`src/rtl/xfer_pkg.sv`:
```
package xfer_pkg;

  typedef enum logic [1:0] {
    STEP_IDLE = 2'd0,
    STEP_ONE  = 2'd1,
    STEP_TWO  = 2'd2,
    STEP_THREE = 2'd3
  } stepT;

  typedef struct packed {
    logic srcOut;
    logic dstOut;
    logic dstIn;
    logic yIn;
    logic zIn;
    logic zOut;
    logic aluAdd;
    logic endStep;
  } strobeT;

  typedef struct packed {
    logic yIn;
    logic zIn;
    logic zOut;
    logic aluAdd;
  } dpCtrlT;

endpackage

```
`src/rtl/xfer_decoder.sv`:
```
module xfer_decoder #(
  parameter int NUM_LINES = 4,
  localparam int CODE_W = $clog2(NUM_LINES)
) (
  input  logic [CODE_W-1:0]    code,
  output logic [NUM_LINES-1:0] oneHot
);

  for (genvar i = 0; i < NUM_LINES; i++) begin : g_line
    assign oneHot[i] = (code == CODE_W'(i));
  end

endmodule

```
`src/rtl/xfer_ctrl.sv`:
```
module xfer_ctrl
  import xfer_pkg::*;
#(
  parameter int NUM_REGS = 4,
  localparam int SEL_W = $clog2(NUM_REGS)
) (
  input  logic                clk,
  input  logic                rst,
  input  logic                start,
  input  logic [SEL_W-1:0]    srcField,
  input  logic [SEL_W-1:0]    dstField,
  output dpCtrlT              dpCtrl,
  output logic                endStep,
  output logic [NUM_REGS-1:0] regOutEn,
  output logic [NUM_REGS-1:0] regInEn
);

  stepT             step;
  logic [SEL_W-1:0] srcLatch;
  logic [SEL_W-1:0] dstLatch;
  strobeT           strobes;
  logic [NUM_REGS-1:0] srcSel;
  logic [NUM_REGS-1:0] dstSel;

  always_ff @(posedge clk) begin
    if (rst) begin
      step     <= STEP_IDLE;
      srcLatch <= '0;
      dstLatch <= '0;
    end else begin
      unique case (step)
        STEP_IDLE: begin
          if (start) begin
            step     <= STEP_ONE;
            srcLatch <= srcField;
            dstLatch <= dstField;
          end
        end
        STEP_ONE:   step <= STEP_TWO;
        STEP_TWO:   step <= STEP_THREE;
        STEP_THREE: step <= STEP_IDLE;
        default:    step <= STEP_IDLE;
      endcase
    end
  end

  // Generic strobes: independent of which registers are named
  always_comb begin
    strobes = '0;
    unique case (step)
      STEP_ONE: begin
        strobes.srcOut = 1'b1;
        strobes.yIn    = 1'b1;
      end
      STEP_TWO: begin
        strobes.dstOut = 1'b1;
        strobes.aluAdd = 1'b1;
        strobes.zIn    = 1'b1;
      end
      STEP_THREE: begin
        strobes.zOut    = 1'b1;
        strobes.dstIn   = 1'b1;
        strobes.endStep = 1'b1;
      end
      default: strobes = '0;
    endcase
  end

  xfer_decoder #(.NUM_LINES(NUM_REGS)) u_srcDec (
    .code   (srcLatch),
    .oneHot (srcSel)
  );

  xfer_decoder #(.NUM_LINES(NUM_REGS)) u_dstDec (
    .code   (dstLatch),
    .oneHot (dstSel)
  );

  for (genvar i = 0; i < NUM_REGS; i++) begin : g_gate
    assign regOutEn[i] = (strobes.srcOut & srcSel[i]) | (strobes.dstOut & dstSel[i]);
    assign regInEn[i]  = strobes.dstIn & dstSel[i];
  end

  assign dpCtrl.yIn    = strobes.yIn;
  assign dpCtrl.zIn    = strobes.zIn;
  assign dpCtrl.zOut   = strobes.zOut;
  assign dpCtrl.aluAdd = strobes.aluAdd;
  assign endStep       = strobes.endStep;


  single_driver_chk: assert property (@(posedge clk) disable iff (rst)
    $onehot0({regOutEn, dpCtrl.zOut}));


  start_accept_chk: assert property (@(posedge clk) disable iff (rst)
    (step == STEP_IDLE && start) |=> (step == STEP_ONE));


  fields_held_chk: assert property (@(posedge clk) disable iff (rst)
    (step != STEP_IDLE) |=> ($stable(srcLatch) && $stable(dstLatch)));


  end_to_idle_chk: assert property (@(posedge clk) disable iff (rst)
    endStep |=> (step == STEP_IDLE && !endStep));


  load_only_at_end_chk: assert property (@(posedge clk) disable iff (rst)
    (regInEn != '0) |-> (endStep && $onehot(regInEn)));

endmodule

```
`src/rtl/xfer_datapath.sv`:
```
module xfer_datapath
  import xfer_pkg::*;
#(
  parameter int NUM_REGS = 4,
  parameter int REG_W = 8,
  parameter logic [NUM_REGS*REG_W-1:0] RESET_IMAGE = '0
) (
  input  logic                clk,
  input  logic                rst,
  input  dpCtrlT              dpCtrl,
  input  logic [NUM_REGS-1:0] regOutEn,
  input  logic [NUM_REGS-1:0] regInEn,
  output logic [REG_W-1:0]    busValue
);

  logic [REG_W-1:0] regs [NUM_REGS];
  logic [REG_W-1:0] yReg;
  logic [REG_W-1:0] zReg;
  logic [REG_W-1:0] adderOut;

  for (genvar i = 0; i < NUM_REGS; i++) begin : g_reg
    always_ff @(posedge clk) begin
      if (rst)             regs[i] <= RESET_IMAGE[i*REG_W +: REG_W];
      else if (regInEn[i]) regs[i] <= busValue;
    end


    reg_load_chk: assert property (@(posedge clk) disable iff (rst)
      regInEn[i] |=> (regs[i] == $past(busValue)));
  end

  // AND-OR bus: zero when no source is enabled
  always_comb begin
    busValue = dpCtrl.zOut ? zReg : '0;
    for (int i = 0; i < NUM_REGS; i++) begin
      busValue = busValue | (regOutEn[i] ? regs[i] : '0);
    end
  end

  assign adderOut = dpCtrl.aluAdd ? (yReg + busValue) : busValue;

  always_ff @(posedge clk) begin
    if (rst) begin
      yReg <= '0;
      zReg <= '0;
    end else begin
      if (dpCtrl.yIn) yReg <= busValue;
      if (dpCtrl.zIn) zReg <= adderOut;
    end
  end


  y_capture_chk: assert property (@(posedge clk) disable iff (rst)
    dpCtrl.yIn |=> (yReg == $past(busValue)));


  z_wrap_sum_chk: assert property (@(posedge clk) disable iff (rst)
    (dpCtrl.zIn && dpCtrl.aluAdd) |=> (zReg == REG_W'($past(yReg) + $past(busValue))));


  idle_bus_zero_chk: assert property (@(posedge clk) disable iff (rst)
    (regOutEn == '0 && !dpCtrl.zOut) |-> (busValue == '0));

endmodule

```
`src/rtl/xfer_add_unit.sv`:
```
module xfer_add_unit
  import xfer_pkg::*;
#(
  parameter int NUM_REGS = 4,
  parameter int REG_W = 8,
  parameter logic [NUM_REGS*REG_W-1:0] RESET_IMAGE = '0,
  localparam int SEL_W = $clog2(NUM_REGS)
) (
  input  logic                clk,
  input  logic                rst,
  input  logic                start,
  input  logic [SEL_W-1:0]    srcField,
  input  logic [SEL_W-1:0]    dstField,
  output logic [NUM_REGS-1:0] regOutEn,
  output logic [NUM_REGS-1:0] regInEn,
  output logic                yIn,
  output logic                zIn,
  output logic                zOut,
  output logic                aluAdd,
  output logic                done,
  output logic [REG_W-1:0]    busValue
);

  dpCtrlT dpCtrl;

  xfer_ctrl #(.NUM_REGS(NUM_REGS)) u_ctrl (
    .clk      (clk),
    .rst      (rst),
    .start    (start),
    .srcField (srcField),
    .dstField (dstField),
    .dpCtrl   (dpCtrl),
    .endStep  (done),
    .regOutEn (regOutEn),
    .regInEn  (regInEn)
  );

  xfer_datapath #(
    .NUM_REGS    (NUM_REGS),
    .REG_W       (REG_W),
    .RESET_IMAGE (RESET_IMAGE)
  ) u_dp (
    .clk      (clk),
    .rst      (rst),
    .dpCtrl   (dpCtrl),
    .regOutEn (regOutEn),
    .regInEn  (regInEn),
    .busValue (busValue)
  );

  assign yIn    = dpCtrl.yIn;
  assign zIn    = dpCtrl.zIn;
  assign zOut   = dpCtrl.zOut;
  assign aluAdd = dpCtrl.aluAdd;

endmodule

```
`config.mk`:
```
export PLATFORM = sky130hd
export DESIGN_NAME = xfer_add_unit
export DESIGN_NICKNAME = d
export VERILOG_FILES = /design/src/rtl/xfer_pkg.sv /design/src/rtl/xfer_decoder.sv /design/src/rtl/xfer_ctrl.sv /design/src/rtl/xfer_datapath.sv /design/src/rtl/xfer_add_unit.sv
export SDC_FILE = /design/constraint.sdc
export NUM_CORES = 1
export LEC_CHECK = 0
export BUFFER_PORTS_ARGS = -buffer_cell sky130_fd_sc_hd__buf_2
export CAP_MARGIN = 20
export CORE_MARGIN = 2
export CORE_UTILIZATION = 59
export DETAILED_ROUTE_END_ITERATION = 10
export PLACE_DENSITY = 0.79
export RECOVER_POWER = 25
export SYNTH_ARGS = -nofsm -noshare
export SYNTH_HDL_FRONTEND = slang
export SYNTH_SLANG_ARGS = --single-unit
```
`constraint.sdc`:
```
create_clock -name clk -period 5 [get_ports clk]
set_clock_uncertainty 0.1 [all_clocks]
set_input_delay 1 -clock clk [delete_from_list [all_inputs] [get_ports clk]]
set_output_delay 1 -clock clk [all_outputs]
set_load 0.005 [all_outputs]
```
; Yosys cells after proc, flatten, opt, wreduce, memory -nomap -nowiden
; Memories as Yosys holds them, arrays and structs flattened.
; Cells that the tools add are included.
[totals]
mem_count = 1
inputBits = 7
ram_bits = 32
ff_bits = 22
[classes]
bitwise_logic = 24
reduce_logical = 4
addsub = 1
mux = 28
n_eq_ne = 10
[memory_table]
columns = memory, depth, width, rd, rd_ports_with_merged_regs, write_ports, line_no
row1 = u_dp.regs, 4, 8, 4, 0, 4, xfer_datapath.sv:16  ; logic [REG_W-1:0] regs [NUM_REGS];
[op_table]
columns = op, count
row1 = $mux 8, 9
row2 = $or 8x8->8, 4
row3 = $mux 1, 17
row4 = $and 1x1->1, 12
row5 = $eq 2x2->1 const B, 6
row6 = $add 8x8->8, 1
row7 = $or 1x1->1, 8
row8 = $pmux 2 s4, 1
row9 = $eq 2x1->1 const B, 3
row10 = $logic_not 2->1, 3
row11 = $mux 2, 1
row12 = $ne 2x2->1 const B, 1
row13 = $reduce_and 2->1, 1

; Logic depth before layout (Yosys ltp)
[depth]
ltp_word = 10
depth_mapped = 16
depth_no_buf = 14

; Hierarchy
; From an unflattened synthesis, not the netlist that was laid out.
[unflattened]
hier_cells = 285
hier_area_um2 = 2811.4
[modules_own_cells]
columns = module, area_each_um2, seq_area_each_um2, cells_each, n_inst
row1 = xfer_datapath, 2387.3, 1281.2, 234, 1
row2 = xfer_ctrl, 371.6, 120.1, 43, 1
row3 = xfer_decoder, 26.3, 0.0, 4, 2

; Worst setup path before layout
; OpenSTA, ideal clock, no wires.
[synth_path]
path_type = register to register
startpoint = register u_ctrl.step[1]
endpoint = register u_dp.zReg[6]
stages_incl_launch_ff = 17
arrival_time_ns = 3.232
setup_time_ns = 0.106
path_slack_ns = 1.562
required_ns = 4.794
period_less_slack_ns = 3.438
cell_sequence = dfxtp_1 inv_1 ha_1 buf_6 nand2b_2 o21ai_2 a222oi_1 and3_1 buf_6 inv_1 ha_1 fa_1 a21o_1 a21oi_1 o21bai_1 a2111o_1 o311ai_0
[synth_between]
elab_cells_between_ends = 28
classes_between = add/sub: 1 / eq/ne: 3 / mux: 8 / bitwise: 16
[synth_lines]
columns = element, line_no
row1 = start: declaration, xfer_ctrl.sv:18  ; stepT step;
row2 = start signal: assignment, xfer_ctrl.sv:27  ; step <= STEP_IDLE;
row3 = start signal: assignment, xfer_ctrl.sv:34  ; step <= STEP_ONE;
row4 = start signal: assignment, xfer_ctrl.sv:39  ; STEP_ONE: step <= STEP_TWO;
row5 = $eq 2x1->1, -
row6 = $mux 1, -
row7 = named net yIn, xfer_add_unit.sv:16  ; output logic yIn,
row8 = $and 1x1->1, xfer_ctrl.sv:80  ; assign regOutEn[i] = (strobes.srcOut & srcSel[i]) | (strobes.dstOut & dstSel[i]);
row9 = $or 1x1->1, xfer_ctrl.sv:80
row10 = named net regOutEn[2], xfer_add_unit.sv:14  ; output logic [NUM_REGS-1:0] regOutEn,
row11 = $mux 8, xfer_datapath.sv:36  ; busValue = busValue | (regOutEn[i] ? regs[i] : '0);
row12 = $or 8x8->8 (2 in series), xfer_datapath.sv:36
row13 = named net busValue[0], xfer_add_unit.sv:21  ; output logic [REG_W-1:0] busValue
row14 = $add 8x8->8, xfer_datapath.sv:40  ; assign adderOut = dpCtrl.aluAdd ? (yReg + busValue) : busValue;
row15 = end signal: assignment, xfer_datapath.sv:48  ; if (dpCtrl.zIn) zReg <= adderOut;
row16 = end: declaration, xfer_datapath.sv:18  ; logic [REG_W-1:0] zReg;
; The timed path passes the listed nets, and every way through them passes these cells.
; A chain may end at the register's enable or synchronous reset.

; Worst setup path after layout
[layout_path]
startpoint = register u_ctrl.step[0]
endpoint = register u_dp.zReg[6]
[layout_between]
elab_chain_len = 10
elab_cells_between_ends = 28
classes_between = add/sub: 1 / eq/ne: 3 / mux: 8 / bitwise: 16
[layout_lines]
columns = element, line_no
row1 = $eq 2x1->1 / $eq 2x2->1 (equally long branches), xfer_ctrl.sv:50  ; unique case (step)
row2 = $mux 1, xfer_ctrl.sv:50
row3 = $and 1x1->1, xfer_ctrl.sv:80
row4 = $or 1x1->1, xfer_ctrl.sv:80
row5 = $mux 8, xfer_datapath.sv:36
row6 = $or 8x8->8 (4 in series), xfer_datapath.sv:36
row7 = $add 8x8->8, xfer_datapath.sv:40
; Parallel ways exist; a longest one is shown, timed or not.

==> run metrics <==
status=finished, final reports clean; HPWL Detailed=4.278 mm; r2r worst-path depth=14; Post-Syn Area=2796 um^2; Max VDD drop=0.2955 mV; placed insts=334; WHS Path Cells=2; Starting Density=60.00%; wire length per cell=17.39 um; global route overflow=0; largest net degree at the start of global routing=27; Rel. slew slack=19.27%; Max-cap violations=0; Finish-stage setup viols=0; TNS Setup=0 ns; Worst R2R Start=u_ctrl.step[0]; number of global-route vias before repair=1961; CTS tree=yes; post-layout min period=3.998 ns; worst-path cell chain=inv_1 -> ha_1 -> nand3b_1 -> o21ai_2 -> a222oi_1 -> and3_1 -> inv_1 -> ha_1 -> fa_1 -> a21o_1 -> a21oi_1 -> o21bai_1 -> a2111o_1 -> o311ai_0; clock sinks=54; 1st-iter DRT viols=211; DRC violations left=0; Most used DFF post-synth=edfxtp_1; Area Growth Syn to Fin=5.995%; CP startpoint kind=flop; Rows=25; EDFF count, synth=32; IO buf count=27; Critical Path AT=4.11 ns; WP depth=14; Worst EP required=5.11 ns; worst-margin pin slew=1.211 ns; first-pass GRT wire length=9.660 mm; Die Wd=72.85 um; core region area=4661 um^2; Final nets=308; Distinct cells, synth=46; final hold violations=0; Pleak=0.001177 uW; # hold bufs at CTS=0; Yosys Warn Count=0; Max Root-Sink Buffers=2; CTS Buf Count=5; HP Class=flop to flop; overall via count from detail_route=2094; share of cells above drive strength 1=16.32%; Critical-path top delay cell=ha_1; Yosys reg bits=54; ys async rst share=0%; RSZ-0062 raised after global routing=false; H-Tree Depth=2; clock root buffer=clkbuf_8; Worst Path Max Fanout=18; Top delay family on crit path=compound AO/OA/AOI/OAI gates; average footprint of a synthesized cell=10.32 um^2; Fmax=250.1 MHz; WHS=0.3963 ns; DRT Wirelength=5.947 mm; setup bufs post-CTS=0; Synth Instances=271; total power per unit cell area=466.7 nW/um^2; Final Cycle Share=79.96%; crit path kind=flop to flop; initial antenna violation count=0; ant diodes=0; worst setup path start=u_ctrl.step[0]; Final GP Congestion=0.8261; hold path start=u_dp.yReg[3]; Global Route Usage Sum=24.30%; Vias/cell=6.123; die span in y=72.85 um; Skew-Pair Late Insertion Delay=0.32 ns; Net Count, Synth=292; crit path capture type=flop; DRT Pass-1 Iters=5; DIE AREA=5306 um^2; Max Slew Vio Count=0; worst stage delay on the critical path=0.46 ns; Layout Cells excl Fill=342; Buffers & Inverters on Critical Path=2; Post-DRT Antenna Nets=0; Worst-path clk slew=0.10 ns; post-cts gate resize count=0; I/O pin cnt=28; Cell Area, Placed=2851 um^2; design area=2964 um^2; sequential cell area fraction in the yosys report=50.11%
[sequential cells by signal, summed over array words and instances, names as in the netlist]
register / cells
u_ctrl.step: 2
u_dp.zReg: 8
u_dp.regs: 32
u_ctrl.dstLatch: 2
u_ctrl.srcLatch: 2
u_dp.yReg: 8
[routing by layer]
metal	vias up	part of all wire [%]	GRT usage (%)
met2	78	46	37.98
met5	-	0	0
met1	1007	46	32.91
met3	16	5.9	4.558
met4	0	2.7	11.11
li1	993	-	-
[path summary, 6_finish.rpt]
check,slack [ns],end
max,1.00,u_dp.zReg[6]
min,0.40,u_dp.yReg[3]
max reg2reg,1.00,u_dp.zReg[6]
min reg2reg,0.40,u_dp.yReg[3]
[cells in the final DEF (no fill, tap or decap), drive strengths merged, types with 6 or more instances in the layout]
| cell | n |
|---|---|
| clkbuf | 6 |
| a222oi | 7 |
| and3 | 9 |
| buf | 27 |
| edfxtp | 32 |
| a211oi | 12 |
| o21ai | 7 |
| inv | 14 |
| ha | 13 |
| nor2 | 51 |
| nand2 | 32 |
| mux2i | 7 |
| a21oi | 8 |
| dfxtp | 22 |
| nand3 | 7 |
[logic make-up after synthesis]
kind of cell | count (synthesis) | synth area share [%]
mux | 7 | 2.506
flops | 54 | 50.11
simple gates | 112 | 18.03
compound gates | 47 | 14.32
xor+xnor | 3 | 0.9398
fa+ha+maj | 14 | 6.533
buf+inv | 34 | 7.561
[cell usage after synthesis, types with 4 or more instances]
| cell type | count | area, um^2 |
|---|---|---|
| nor2_1 | 51 | 191.4 |
| edfxtp_1 | 32 | 960.9 |
| nand2_1 | 32 | 120.1 |
| dfxtp_1 | 22 | 440.4 |
| ha_1 | 13 | 162.7 |
| inv_1 | 13 | 48.80 |
| a211oi_1 | 11 | 82.58 |
| buf_6 | 9 | 101.4 |
| a21oi_1 | 8 | 40.04 |
| a222oi_1 | 7 | 70.07 |
| and3_1 | 7 | 43.79 |
| mux2i_1 | 7 | 70.07 |
| nand3_1 | 7 | 35.03 |
| clkbuf_1 | 5 | 18.77 |
| o21ai_0 | 5 | 25.02 |
| buf_4 | 4 | 30.03 |
[where the power goes]
group | switching [uW] | internal, uW | leakage, uW
sequential | 49.1 | 535 | 0.000511
clock | 152 | 149 | 0.0000504
combinational | 308 | 191 | 0.000615
total | 509 | 875 | 0.00118
[cell type report]
class	instances	area, um^2
Fill cell	387	1697
Sequential cell	54	1401
Multi-Input combinational cell	183	1184
Timing Repair Buffer	28	141.4
Clock buffer	5	68.82
Tap cell	54	67.56
Inverter	15	56.30
Clock inverter	3	45.04
[worst register-to-register path: stages (launching register included)]
cell and delay (ns):
dfxtp_1 0.37, inv_1 0.10, ha_1 0.46, nand3b_1 0.22, o21ai_2 0.17, a222oi_1 0.36
and3_1 0.33, inv_1 0.08, ha_1 0.25, fa_1 0.43, a21o_1 0.17, a21oi_1 0.23
o21bai_1 0.12, a2111o_1 0.42, o311ai_0 0.08
[through the flow]
stage / power (uW) / setup WS, ns / utilization (%)
6_report: 1383 / 1.002 / 63.60
5_1_grt: 1470 / 0.7193 / 63.60
4_1_cts: 1382 / 1.019 / 63.62
3_5_place_dp: 1093 / 1.060 / 61.18
3_3_place_gp: 1076 / 1.211 / 61.02
2_1_floorplan: 1003 / 1.562 / -
Power figures use the tool's default switching activity.
